--- src/rtl/regwin_pkg.sv ---
package regwin_pkg;

  typedef enum logic [1:0] {
    RGN_NONE = 2'd0,
    RGN_CORE = 2'd1,
    RGN_DMA  = 2'd2,
    RGN_CTRL = 2'd3
  } region_e;

  typedef enum logic [1:0] {
    SZ_BYTE = 2'd0,
    SZ_HALF = 2'd1,
    SZ_WORD = 2'd2,
    SZ_RSVD = 2'd3
  } size_e;

  typedef enum logic [1:0] {
    ST_IDLE  = 2'd0,
    ST_FETCH = 2'd1,
    ST_WRITE = 2'd2,
    ST_READ  = 2'd3
  } state_e;

  // number of bytes covered by a size code; the widest code means a full word
  function automatic int unsigned sz_bytes(input logic [1:0] code, input int unsigned word_bytes);
    case (code)
      2'd0:    return 1;
      2'd1:    return 2;
      default: return word_bytes;
    endcase
  endfunction

endpackage

--- src/rtl/regwin_rstsync.sv ---
module regwin_rstsync (
  input  logic clk,
  input  logic rst_n_in,
  output logic rst_n_out
);

  logic [1:0] sync_q;

  always_ff @(posedge clk or negedge rst_n_in) begin
    if (!rst_n_in) begin
      sync_q <= 2'b00;
    end else begin
      sync_q <= {sync_q[0], 1'b1};
    end
  end

  assign rst_n_out = sync_q[1];

endmodule

--- src/rtl/regwin_decode.sv ---
module regwin_decode
  import regwin_pkg::*;
#(
  parameter int ADDR_W    = 7,
  parameter int NBYTES    = 4,
  parameter int CORE_BASE = 0,
  parameter int CORE_SPAN = 64,
  parameter int DMA_BASE  = 64,
  parameter int DMA_SPAN  = 32,
  parameter int CTRL_OFS  = 112,
  parameter int OFS_W     = $clog2(NBYTES),
  parameter int CORE_IDX_W = $clog2(CORE_SPAN / NBYTES),
  parameter int DMA_IDX_W  = $clog2(DMA_SPAN / NBYTES)
) (
  input  logic [ADDR_W-1:0]     addr,
  output region_e               region,
  output logic [CORE_IDX_W-1:0] core_idx,
  output logic [DMA_IDX_W-1:0]  dma_idx
);

  localparam logic [ADDR_W:0]   CORE_LO  = (ADDR_W+1)'(CORE_BASE);
  localparam logic [ADDR_W:0]   CORE_LEN = (ADDR_W+1)'(CORE_SPAN);
  localparam logic [ADDR_W:0]   DMA_LO   = (ADDR_W+1)'(DMA_BASE);
  localparam logic [ADDR_W:0]   DMA_LEN  = (ADDR_W+1)'(DMA_SPAN);
  localparam logic [ADDR_W-1:0] CTRL_AT  = ADDR_W'(CTRL_OFS);

  logic [ADDR_W:0] addr_x;
  logic [ADDR_W:0] core_off;
  logic [ADDR_W:0] dma_off;
  logic            in_core;
  logic            in_dma;
  logic            in_ctrl;

  // offsets wrap when the address is below a base, so one compare checks both ends
  assign addr_x   = {1'b0, addr};
  assign core_off = addr_x - CORE_LO;
  assign dma_off  = addr_x - DMA_LO;
  assign in_core  = core_off < CORE_LEN;
  assign in_dma   = dma_off < DMA_LEN;
  assign in_ctrl  = addr == CTRL_AT;

  assign core_idx = core_off[CORE_IDX_W+OFS_W-1:OFS_W];
  assign dma_idx  = dma_off[DMA_IDX_W+OFS_W-1:OFS_W];

  always_comb begin
    if (in_core) begin
      region = RGN_CORE;
    end else if (in_dma) begin
      region = RGN_DMA;
    end else if (in_ctrl) begin
      region = RGN_CTRL;
    end else begin
      region = RGN_NONE;
    end
  end

endmodule

--- src/rtl/regwin_lanes.sv ---
module regwin_lanes
  import regwin_pkg::*;
#(
  parameter int DATA_W = 32,
  parameter int NBYTES = DATA_W / 8,
  parameter int OFS_W  = $clog2(NBYTES)
) (
  input  logic [DATA_W-1:0] cur_word,
  input  logic [DATA_W-1:0] new_data,
  input  logic [OFS_W-1:0]  lane_ofs,
  input  logic [1:0]        size_code,
  output logic [DATA_W-1:0] merged,
  output logic [DATA_W-1:0] extracted
);

  logic [OFS_W:0]    lane_cnt;
  logic [OFS_W:0]    ofs_x;
  logic [OFS_W:0]    lane_end;
  logic [DATA_W-1:0] data_sh;
  logic [DATA_W-1:0] word_sh;

  assign lane_cnt = (OFS_W+1)'(sz_bytes(size_code, NBYTES));
  assign ofs_x    = {1'b0, lane_ofs};
  assign lane_end = ofs_x + lane_cnt;
  assign data_sh  = new_data << {lane_ofs, 3'b000};
  assign word_sh  = cur_word >> {lane_ofs, 3'b000};

  for (genvar b = 0; b < NBYTES; b++) begin : g_lane
    localparam logic [OFS_W:0] LANE = (OFS_W+1)'(b);
    logic hit;
    assign hit = (LANE >= ofs_x) && (LANE < lane_end);
    assign merged[8*b +: 8]    = hit ? data_sh[8*b +: 8] : cur_word[8*b +: 8];
    assign extracted[8*b +: 8] = (LANE < lane_cnt) ? word_sh[8*b +: 8] : 8'h00;
  end

endmodule

--- src/rtl/regwin_fsm.sv ---
module regwin_fsm
  import regwin_pkg::*;
(
  input  logic clk,
  input  logic rst_n,
  input  logic host_req,
  input  logic host_we,
  input  logic req_ok,
  input  logic req_narrow,
  output logic busy,
  output logic accept,
  output logic reject,
  output logic st_fetch,
  output logic st_write,
  output logic st_read
);

  state_e state_q;
  state_e state_d;
  logic   idle;

  assign idle   = state_q == ST_IDLE;
  assign accept = host_req && idle && req_ok;
  assign reject = host_req && idle && !req_ok;

  always_comb begin
    state_d = state_q;
    case (state_q)
      ST_IDLE: begin
        if (accept) begin
          if (!host_we) begin
            state_d = ST_READ;
          end else if (req_narrow) begin
            state_d = ST_FETCH;
          end else begin
            state_d = ST_WRITE;
          end
        end
      end
      ST_FETCH: state_d = ST_WRITE;
      ST_WRITE: state_d = ST_IDLE;
      ST_READ:  state_d = ST_IDLE;
      default:  state_d = ST_IDLE;
    endcase
  end

  always_ff @(posedge clk or negedge rst_n) begin
    if (!rst_n) begin
      state_q <= ST_IDLE;
    end else begin
      state_q <= state_d;
    end
  end

  assign busy     = !idle;
  assign st_fetch = state_q == ST_FETCH;
  assign st_write = state_q == ST_WRITE;
  assign st_read  = state_q == ST_READ;

endmodule

--- src/rtl/regwin_adapter.sv ---
module regwin_adapter
  import regwin_pkg::*;
#(
  parameter int ADDR_W    = 7,
  parameter int DATA_W    = 32,
  parameter int CORE_BASE = 0,
  parameter int CORE_SPAN = 64,
  parameter int DMA_BASE  = 64,
  parameter int DMA_SPAN  = 32,
  parameter int CTRL_OFS  = 112,
  parameter int NBYTES     = DATA_W / 8,
  parameter int OFS_W      = $clog2(NBYTES),
  parameter int CORE_IDX_W = $clog2(CORE_SPAN / NBYTES),
  parameter int DMA_IDX_W  = $clog2(DMA_SPAN / NBYTES)
) (
  input  logic                  clk,
  input  logic                  rst_n,
  input  logic                  host_req,
  input  logic                  host_we,
  input  logic [ADDR_W-1:0]     host_addr,
  input  logic [1:0]            host_size,
  input  logic [DATA_W-1:0]     host_wdata,
  output logic                  host_busy,
  output logic                  host_rvalid,
  output logic [DATA_W-1:0]     host_rdata,
  output logic                  host_err,
  output logic                  core_sel,
  output logic [CORE_IDX_W-1:0] core_idx,
  input  logic [DATA_W-1:0]     core_rdata,
  output logic                  dma_sel,
  output logic [DMA_IDX_W-1:0]  dma_idx,
  input  logic [DATA_W-1:0]     dma_rdata,
  output logic                  ctrl_sel,
  input  logic [DATA_W-1:0]     ctrl_rdata,
  output logic                  tgt_we,
  output logic [DATA_W-1:0]     tgt_wdata
);

  logic rst_n_s;

  regwin_rstsync u_rstsync (
    .clk       (clk),
    .rst_n_in  (rst_n),
    .rst_n_out (rst_n_s)
  );

  // request qualification at the host edge
  int unsigned span_end;
  logic        req_ok;
  logic        req_narrow;

  always_comb begin
    span_end   = 32'(host_addr[OFS_W-1:0]) + sz_bytes(host_size, NBYTES);
    req_ok     = (host_size != SZ_RSVD) && (span_end <= NBYTES);
    req_narrow = host_size != SZ_WORD;
  end

  logic busy;
  logic accept;
  logic reject;
  logic st_fetch;
  logic st_write;
  logic st_read;

  regwin_fsm u_fsm (
    .clk        (clk),
    .rst_n      (rst_n_s),
    .host_req   (host_req),
    .host_we    (host_we),
    .req_ok     (req_ok),
    .req_narrow (req_narrow),
    .busy       (busy),
    .accept     (accept),
    .reject     (reject),
    .st_fetch   (st_fetch),
    .st_write   (st_write),
    .st_read    (st_read)
  );

  // captured request
  logic [ADDR_W-1:0] addr_q;
  logic [1:0]        size_q;
  logic [DATA_W-1:0] wbuf_q;
  logic [DATA_W-1:0] wbuf_d;
  logic              wbuf_en;
  logic [DATA_W-1:0] rdata_q;
  logic              rvalid_q;
  logic              err_q;

  // decode of the captured address
  region_e               region;
  logic [CORE_IDX_W-1:0] core_idx_w;
  logic [DMA_IDX_W-1:0]  dma_idx_w;

  regwin_decode #(
    .ADDR_W    (ADDR_W),
    .NBYTES    (NBYTES),
    .CORE_BASE (CORE_BASE),
    .CORE_SPAN (CORE_SPAN),
    .DMA_BASE  (DMA_BASE),
    .DMA_SPAN  (DMA_SPAN),
    .CTRL_OFS  (CTRL_OFS)
  ) u_decode (
    .addr     (addr_q),
    .region   (region),
    .core_idx (core_idx_w),
    .dma_idx  (dma_idx_w)
  );

  // word returned by the selected target, zero where nothing is mapped
  logic [DATA_W-1:0] rd_word;

  always_comb begin
    case (region)
      RGN_CORE: rd_word = core_rdata;
      RGN_DMA:  rd_word = dma_rdata;
      RGN_CTRL: rd_word = ctrl_rdata;
      default:  rd_word = '0;
    endcase
  end

  logic [DATA_W-1:0] merged;
  logic [DATA_W-1:0] extracted;

  regwin_lanes #(
    .DATA_W (DATA_W)
  ) u_lanes (
    .cur_word  (rd_word),
    .new_data  (wbuf_q),
    .lane_ofs  (addr_q[OFS_W-1:0]),
    .size_code (size_q),
    .merged    (merged),
    .extracted (extracted)
  );

  // next-state for the write buffer: raw data on accept, merged word after the fetch
  always_comb begin
    wbuf_en = accept || st_fetch;
    wbuf_d  = st_fetch ? merged : host_wdata;
  end

  always_ff @(posedge clk or negedge rst_n_s) begin
    if (!rst_n_s) begin
      addr_q <= '0;
      size_q <= '0;
    end else if (accept) begin
      addr_q <= host_addr;
      size_q <= host_size;
    end
  end

  always_ff @(posedge clk or negedge rst_n_s) begin
    if (!rst_n_s) begin
      wbuf_q <= '0;
    end else if (wbuf_en) begin
      wbuf_q <= wbuf_d;
    end
  end

  always_ff @(posedge clk or negedge rst_n_s) begin
    if (!rst_n_s) begin
      rdata_q <= '0;
    end else if (st_read) begin
      rdata_q <= extracted;
    end
  end

  always_ff @(posedge clk or negedge rst_n_s) begin
    if (!rst_n_s) begin
      rvalid_q <= 1'b0;
      err_q    <= 1'b0;
    end else begin
      rvalid_q <= st_read;
      err_q    <= reject;
    end
  end

  // target side
  logic tgt_active;

  assign tgt_active = st_fetch || st_write || st_read;
  assign core_sel   = tgt_active && (region == RGN_CORE);
  assign dma_sel    = tgt_active && (region == RGN_DMA);
  assign ctrl_sel   = tgt_active && (region == RGN_CTRL);
  assign core_idx   = core_idx_w;
  assign dma_idx    = dma_idx_w;
  assign tgt_we     = st_write && (region != RGN_NONE);
  assign tgt_wdata  = wbuf_q;

  assign host_busy   = busy;
  assign host_rvalid = rvalid_q;
  assign host_rdata  = rdata_q;
  assign host_err    = err_q;

endmodule

--- config.mk ---
export PLATFORM = sky130hd
export DESIGN_NAME = regwin_adapter
export DESIGN_NICKNAME = d
export VERILOG_FILES = /design/src/rtl/regwin_pkg.sv /design/src/rtl/regwin_rstsync.sv /design/src/rtl/regwin_decode.sv /design/src/rtl/regwin_lanes.sv /design/src/rtl/regwin_fsm.sv /design/src/rtl/regwin_adapter.sv
export SDC_FILE = /design/constraint.sdc
export NUM_CORES = 1
export LEC_CHECK = 0
export BUFFER_PORTS_ARGS = -buffer_cell sky130_fd_sc_hd__buf_2
export CORE_MARGIN = 2
export CORE_UTILIZATION = 30
export CTS_BUF_LIST = sky130_fd_sc_hd__clkbuf_8 sky130_fd_sc_hd__clkbuf_16
export DETAILED_ROUTE_END_ITERATION = 8
export PLACE_DENSITY = 0.53
export RECOVER_POWER = 100
export SLEW_MARGIN = 20
export SYNTH_ARGS = -nofsm -noshare
export SYNTH_HDL_FRONTEND = slang
export SYNTH_SLANG_ARGS = --single-unit
--- constraint.sdc ---
create_clock -name clk -period 3.4 [get_ports clk]
set_input_delay 0.34 -clock clk [delete_from_list [all_inputs] [get_ports clk]]
set_output_delay 0.34 -clock clk [all_outputs]
set_load 0.02 [all_outputs]
# ---- Yosys cells after proc, flatten, opt, wreduce, memory -nomap -nowiden
# Index checks and enable logic that the tools add are counted.
dict set report totals {
  ff_bits 79
  in_bits 141
  out_inout_bits 78
  word_cells 81
}
dict set report classes {
  addsub 3
  magnitude_cmp 15
  n_eq_ne 12
  n_shift 2
  n_mux 19
  n_reduce_logical 22
}
# operator n
set ops {}
lappend ops {{one-hot mux 32 bit (3 select lines)} 1}
lappend ops {{two-way mux 8 bit} 8}
lappend ops {{adder 2 x 32 -> 32 bit} 1}
lappend ops {{less-or-equal comparator 32 x 3 -> 1 bit, second input constant} 1}
lappend ops {{two-way mux 32 bit} 1}
lappend ops {{<< shifter 32 x 5 -> 32 bit} 1}
lappend ops {{>> shifter 32 x 5 -> 32 bit} 1}
lappend ops {{logical AND 1 bit} 12}
lappend ops {{< comparator 1 x 3 -> 1 bit, first input constant} 4}
lappend ops {{< comparator 2 x 3 -> 1 bit, first input constant} 4}
lappend ops {{two-way mux 2 bit} 6}
lappend ops {{one-hot mux 3 bit (2 select lines)} 2}
lappend ops {{== test 2 x 1 -> 1 bit, second input constant} 4}
lappend ops {{== test 2 bit, second input constant} 4}
lappend ops {{< comparator 8 x 6 -> 1 bit, second input constant} 1}
lappend ops {{subtractor 7 x 7 -> 8 bit, second input constant} 1}
lappend ops {{== test 7 bit, second input constant} 1}
lappend ops {{< comparator 7 bit, second input constant} 1}
lappend ops {{logical NOT 2 bit} 3}
lappend ops {{!= test 2 bit, second input constant} 3}
lappend ops {{one-hot mux 2 bit (3 select lines)} 1}
lappend ops {{greater-or-equal comparator 1 x 2 -> 1 bit, first input constant} 2}
lappend ops {{greater-or-equal comparator 2 bit, first input constant} 2}
lappend ops {{adder 2 x 3 -> 3 bit} 1}
lappend ops {{4 further kinds} 7}

# ---- Logic depth before layout (Yosys ltp)
dict set report logic_depth {
  depth_word 8
  mapped_depth 10
  ltp_nobuf 9
}

# ---- Hierarchy
# From an unflattened synthesis, not the netlist that was laid out.
dict set report unflattened {
  hier_cells 535
  area_unflattened_um2 5770.5
}
# mod n_inst cells_per_inst area_each_um2 seq_area_each_um2
set by_module_without_submodules {}
lappend by_module_without_submodules {regwin_adapter 1 322 4022.6 1876.8}
lappend by_module_without_submodules {regwin_lanes 1 184 1466.4 0.0}
lappend by_module_without_submodules {regwin_fsm 1 14 128.9 50.0}
lappend by_module_without_submodules {regwin_decode 1 12 98.8 0.0}
lappend by_module_without_submodules {regwin_rstsync 1 3 53.8 50.0}

# ---- Worst setup path before layout
# Ideal clock, no wire load.
dict set report synth_timing {
  kind {flip-flop to flip-flop}
  from {reg size_q[1]}
  to {reg wbuf_q[20] (netlist: tgt_wdata[20])}
  setup_time_ns 0.082
  arrival_ns 2.475
  required_ns 3.318
  path_slack_ns 0.843
  path_stages_with_launch 11
  path_buffers 1
  period_less_slack_ns 2.557
  cell_sequence {dfrtp_1 -> or2_2 -> inv_1 -> ha_1 -> fa_1 -> xnor2_1 -> nand2_1 -> a22oi_2 -> buf_2 -> nor2_1 -> a31oi_1}
}
dict set report synth_via {
  elab_chain_cells 7
  word_cells_on_any_way 8
  cone_classes {1 x add/sub; 1 x order compare; 1 x eq/ne; 3 x mux; 2 x reduce/logical}
}
# item line_no
set synth_lines {}
lappend synth_lines {{start, declared} regwin_adapter.sv:82} ;# logic [1:0] size_q;
lappend synth_lines {{start signal, assigned} regwin_adapter.sv:148} ;# size_q <= host_size;
lappend synth_lines {{== test 2 x 1 -> 1 bit / logical NOT 2 bit (equally long branches)} regwin_pkg.sv:26} ;# case (code)
lappend synth_lines {{one-hot mux 3 bit (2 select lines) (*)} regwin_pkg.sv:26}
lappend synth_lines {{adder 2 x 3 -> 3 bit (*)} regwin_lanes.sv:24} ;# assign lane_end = ofs_x + lane_cnt;
lappend synth_lines {{< comparator 2 x 3 -> 1 bit (*)} regwin_lanes.sv:31} ;# assign hit = (LANE >= ofs_x) && (LANE < lane_end);
lappend synth_lines {{logical AND 1 bit (*)} regwin_lanes.sv:31}
lappend synth_lines {{two-way mux 8 bit (*)} regwin_lanes.sv:32} ;# assign merged[8*b +: 8] = hit ? data_sh[8*b +: 8] : cur_word[8*b +: 8];
lappend synth_lines {{two-way mux 32 bit (*)} regwin_adapter.sv:139} ;# wbuf_d = st_fetch ? merged : host_wdata;
lappend synth_lines {{end signal, assigned} regwin_adapter.sv:156} ;# wbuf_q <= wbuf_d;
lappend synth_lines {{end, declared} regwin_adapter.sv:83} ;# logic [DATA_W-1:0] wbuf_q;
# Mark *: on every way between the ends. The rest lies on a longest branch, timed or not.
# A chain may end at the register's enable or synchronous reset.

# ---- Final worst setup path
dict set report layout_timing {
  from {reg addr_q[0]}
  to {reg wbuf_q[9] (netlist: tgt_wdata[9])}
}
dict set report layout_via {
  elab_chain_cells 8
  word_cells_on_any_way 18
  cone_classes {2 x add/sub; 4 x order compare; 4 x eq/ne; 1 x shift; 6 x mux; 1 x reduce/logical}
}
# item line_no
set layout_lines {}
lappend layout_lines {{start, declared} regwin_adapter.sv:81} ;# logic [ADDR_W-1:0] addr_q;
lappend layout_lines {{start signal, assigned} regwin_adapter.sv:147} ;# addr_q <= host_addr;
lappend layout_lines {{subtractor 7 x 7 -> 8 bit / == test 7 bit (equally long branches)} {regwin_decode.sv:37, regwin_decode.sv:40}}
lappend layout_lines {{< comparator 8 x 6 -> 1 bit / two-way mux 2 bit (equally long branches)} {regwin_decode.sv:39, regwin_decode.sv:50}}
lappend layout_lines {{two-way mux 2 bit} regwin_decode.sv:48} ;# end else if (in_dma) begin
lappend layout_lines {{two-way mux 2 bit} regwin_decode.sv:46} ;# if (in_core) begin
lappend layout_lines {{== test 2 bit / == test 2 x 1 -> 1 bit (equally long branches)} regwin_adapter.sv:114} ;# case (region)
lappend layout_lines {{one-hot mux 32 bit (3 select lines)} regwin_adapter.sv:114}
lappend layout_lines {{two-way mux 8 bit (*)} regwin_lanes.sv:32}
lappend layout_lines {{two-way mux 32 bit (*)} regwin_adapter.sv:139}
# Marks and branches as above.

==> impl_metrics.csv <==
group,metric,value,unit
clock_network,cts_inserted_buffers,9,
timing,worstMarginPinSlew,1540,ps
setup_path,crit_arrival,3180,ps
global_routing,grt_pass1_vias,5362,
timing,rsz0062_at_grt,"false",
clock_network,ctsRootBufferMaster,"clkbuf_16",
setup_path,cp-start-kind,"register",
die,die_area,17400,µm²
setup_path,critPathRequiredTime,3670,ps
clock_network,cts_setup_buffers,0,
power_and_ir_drop,peakVddDrop,0.391,mV
yosys,ys_ff_latch,79,
yosys,synth_cell_types,52,
yosys,syn_avg_cell_area,9.01,µm²
clock_network,path_clk_slew,60,ps
power_and_ir_drop,p_per_area,960,nW/µm²
global_routing,grt_max_degree,78,
global_routing,antenna_found_initial,0,
yosys,yosys_warnings,0,
finish,fin_area,6360,µm²
worst_hold_path,hp-class,"in -> reg",
timing,finalMaxSlewViolations,38,
place,dp_hpwl,16.0,mm
clock_network,cts_tree,"done",
clock_network,cts.repair.resized,0,
die,die_y,132,µm
timing,period_needed,2920,ps
clock_network,ctsHoldBuffers,1,
run_status,status,"finished with violations",
routing,first_pass_iters,5,
die,ios,219,
setup_path,cp_max_fo,18,
yosys,synth_cells,544,
clock_network,clock_latency,340,ps
yosys,yosys-top-cells-count,"79 x dfrtp_1, 78 x nand2_1, 31 x nor2_1",
run_status,violations,"max-capacitance violations, max-slew violations",
die,rows,46,
yosys,syn-cell-area,4900,µm²
timing,fin_tns_setup,0,ps
timing,timing.fmax,343,MHz
routing,vias_per_cell,5.45,
routing,initialDrtViolationCount,346,
die,start_util,0.307,
routing,wirelength,20.4,mm
yosys,ys_async_sr_fraction,1.00,
flow_run,drv_cap,1,
yosys,ys_seq_area_frac,0.403,
die,die_x,132,µm
yosys,yosysMostFrequentCell,"dfrtp_1",
yosys,synth_top_area_frac,0.403,
yosys,yosysTopAreaCell,"dfrtp_1",
routing,antenna_left,0,
setup_path,critPathKind,"reg -> reg",
timing,setup_viol,0,
routing,drt-wirelength-per-cell,21.2,µm
timing,final.setup_skew,8.26,ps
routing,vias,5264,
timing,period_share,0.858,
die,core_area,15900,µm²
yosys,syn_nets,691,
place,gp_routability_congestion,0.918,
routing,drc,0,
global_routing,grt_pass1_wl,31.2,mm
power_and_ir_drop,p_leak,2.86,nW
setup_path,worst_setup_path_end_kind,"register",
finish,drive_gt1_frac,0.263,
yosys,synth_area_leaders,"dfrtp_1 40%, nand2_1 6.0%, a221o_1 3.3%",
global_routing,overflow,0,
place,portBuffers,218,
finish,synthToLayoutAreaGrowth,29.7,%
clock_network,clockBufferDepth,2,
global_routing,track_usage,0.234,
timing,slew_headroom,-0.0255,
yosys,synth_edf_count,0,
place,post_dp_cell_area,6180,µm²
finish,final_nets,891,
finish,antenna_cells,0,
clock_network,clock_sinks,79,
yosys,synth_flop_cell,"dfrtp_1",
timing,hold_viol,0,
clock_network,cts_max_level,3,
## state kept, by name, summed over array words and instances, names as in the netlist
| name | count |
|---|---|
| u_rstsync.sync_q | 2 |
| u_fsm.state_q | 2 |
| size_q | 2 |
| host_err | 1 |
| host_rdata | 32 |
| tgt_wdata | 32 |
| host_rvalid | 1 |
| addr_q | 7 |
## report_power, final
part | total, mW | switching (mW) | internal (mW)
registers | 1.84 | 0.483 | 1.36
logic | 3.30 | 2.14 | 1.17
clock network | 0.951 | 0.381 | 0.571
## layer usage
layer / vias up / wire [µm] / track usage
met5: - / 0 / 0
met4: 0 / 549 / 0.0948
met3: 35 / 1500 / 0.0465
met2: 259 / 9710 / 0.386
met1: 2516 / 8670 / 0.301
li1: 2454 / - / -
## path summary, 6_finish.rpt
kind	slack (ps)	from	endpoint	cells past startpoint
max	480	addr_q[0]$_DFFE_PN0P_	tgt_wdata[9]$_DFFE_PN0P_	7
min	190	host_addr[2]	addr_q[2]$_DFFE_PN0P_	3
max reg2reg	480	addr_q[0]$_DFFE_PN0P_	tgt_wdata[9]$_DFFE_PN0P_	7
min reg2reg	350	u_rstsync.sync_q[0]$_DFF_PN0_	u_rstsync.sync_q[1]$_DFF_PN0_	0
max in group asynchronous	940	u_rstsync.sync_q[1]$_DFF_PN0_	size_q[1]$_DFFE_PN0P_	1
min in group asynchronous	310	rst_n	u_rstsync.sync_q[1]$_DFF_PN0_	2
## final cells by class
| type | count | area (µm²) |
|---|---|---|
| Inverter | 8 | 30.0 |
| Sequential cell | 79 | 1980 |
| Clock inverter | 3 | 15.0 |
| Timing Repair Buffer | 239 | 1130 |
| Fill cell | 1731 | 9580 |
| Multi-Input combinational cell | 407 | 2660 |
| Clock buffer | 13 | 280 |
| Tap cell | 216 | 270 |
## metrics by stage
stage / setup WS [ps] / power (mW) / instances / utilization / hold WS (ps)
floorplan: 843 / 4.00 / 544 / - / 44.4
global placement: 667 / 5.20 / 947 / 0.387 / 127
detailed placement: 580 / 5.26 / 947 / 0.387 / 130
CTS: 698 / 6.24 / 964 / 0.407 / 176
global route: 209 / 6.50 / 965 / 0.399 / 186
finish: 482 / 6.10 / 965 / 0.399 / 190
## critical path, cell delays in order, from the launching register on
cell and delay [ps]:
dfrtp_1 670, ha_1 370, fa_1 420, xor2_1 180
o21ai_0 450, buf_4 270, mux2_2 340, a21oi_1 140
## cell usage in the layout, fill, tap and decap left out, types with 3 or more instances in the layout
master	count
nor3_1	3
a211o_1	5
a31o_2	8
a221oi_1	16
a22o_1	17
a21boi_0	6
mux2i_1	12
a211oi_1	16
o221ai_1	4
clkbuf_1	84
o22a_1	11
inv_1	8
clkbuf_8	4
nor2_1	31
buf_2	140
nand3_1	21
a21oi_1	26
o22ai_1	9
a22oi_1	18
a21o_1	8
ha_1	4
a221o_1	16
nor2b_1	11
o21ai_0	30
clkinv_2	3
dfrtp_1	79
clkbuf_16	9
o211ai_1	8
mux2_2	12
a31oi_1	9
nand2_1	78
buf_4	12
## cells by family after synthesis
logic type / Yosys count / share of synthesized area
other: 1 / 0.000765
XOR/XNOR: 3 / 0.00536
buffers and inverters: 58 / 0.0544
AO/OA/AOI/OAI: 214 / 0.321
multiplexers: 24 / 0.0521
flip-flops: 79 / 0.403
AND/OR/NAND/NOR: 159 / 0.145
adder cells (fa/ha/maj): 6 / 0.0184
No activity file was read; power rests on OpenSTA's default activity.
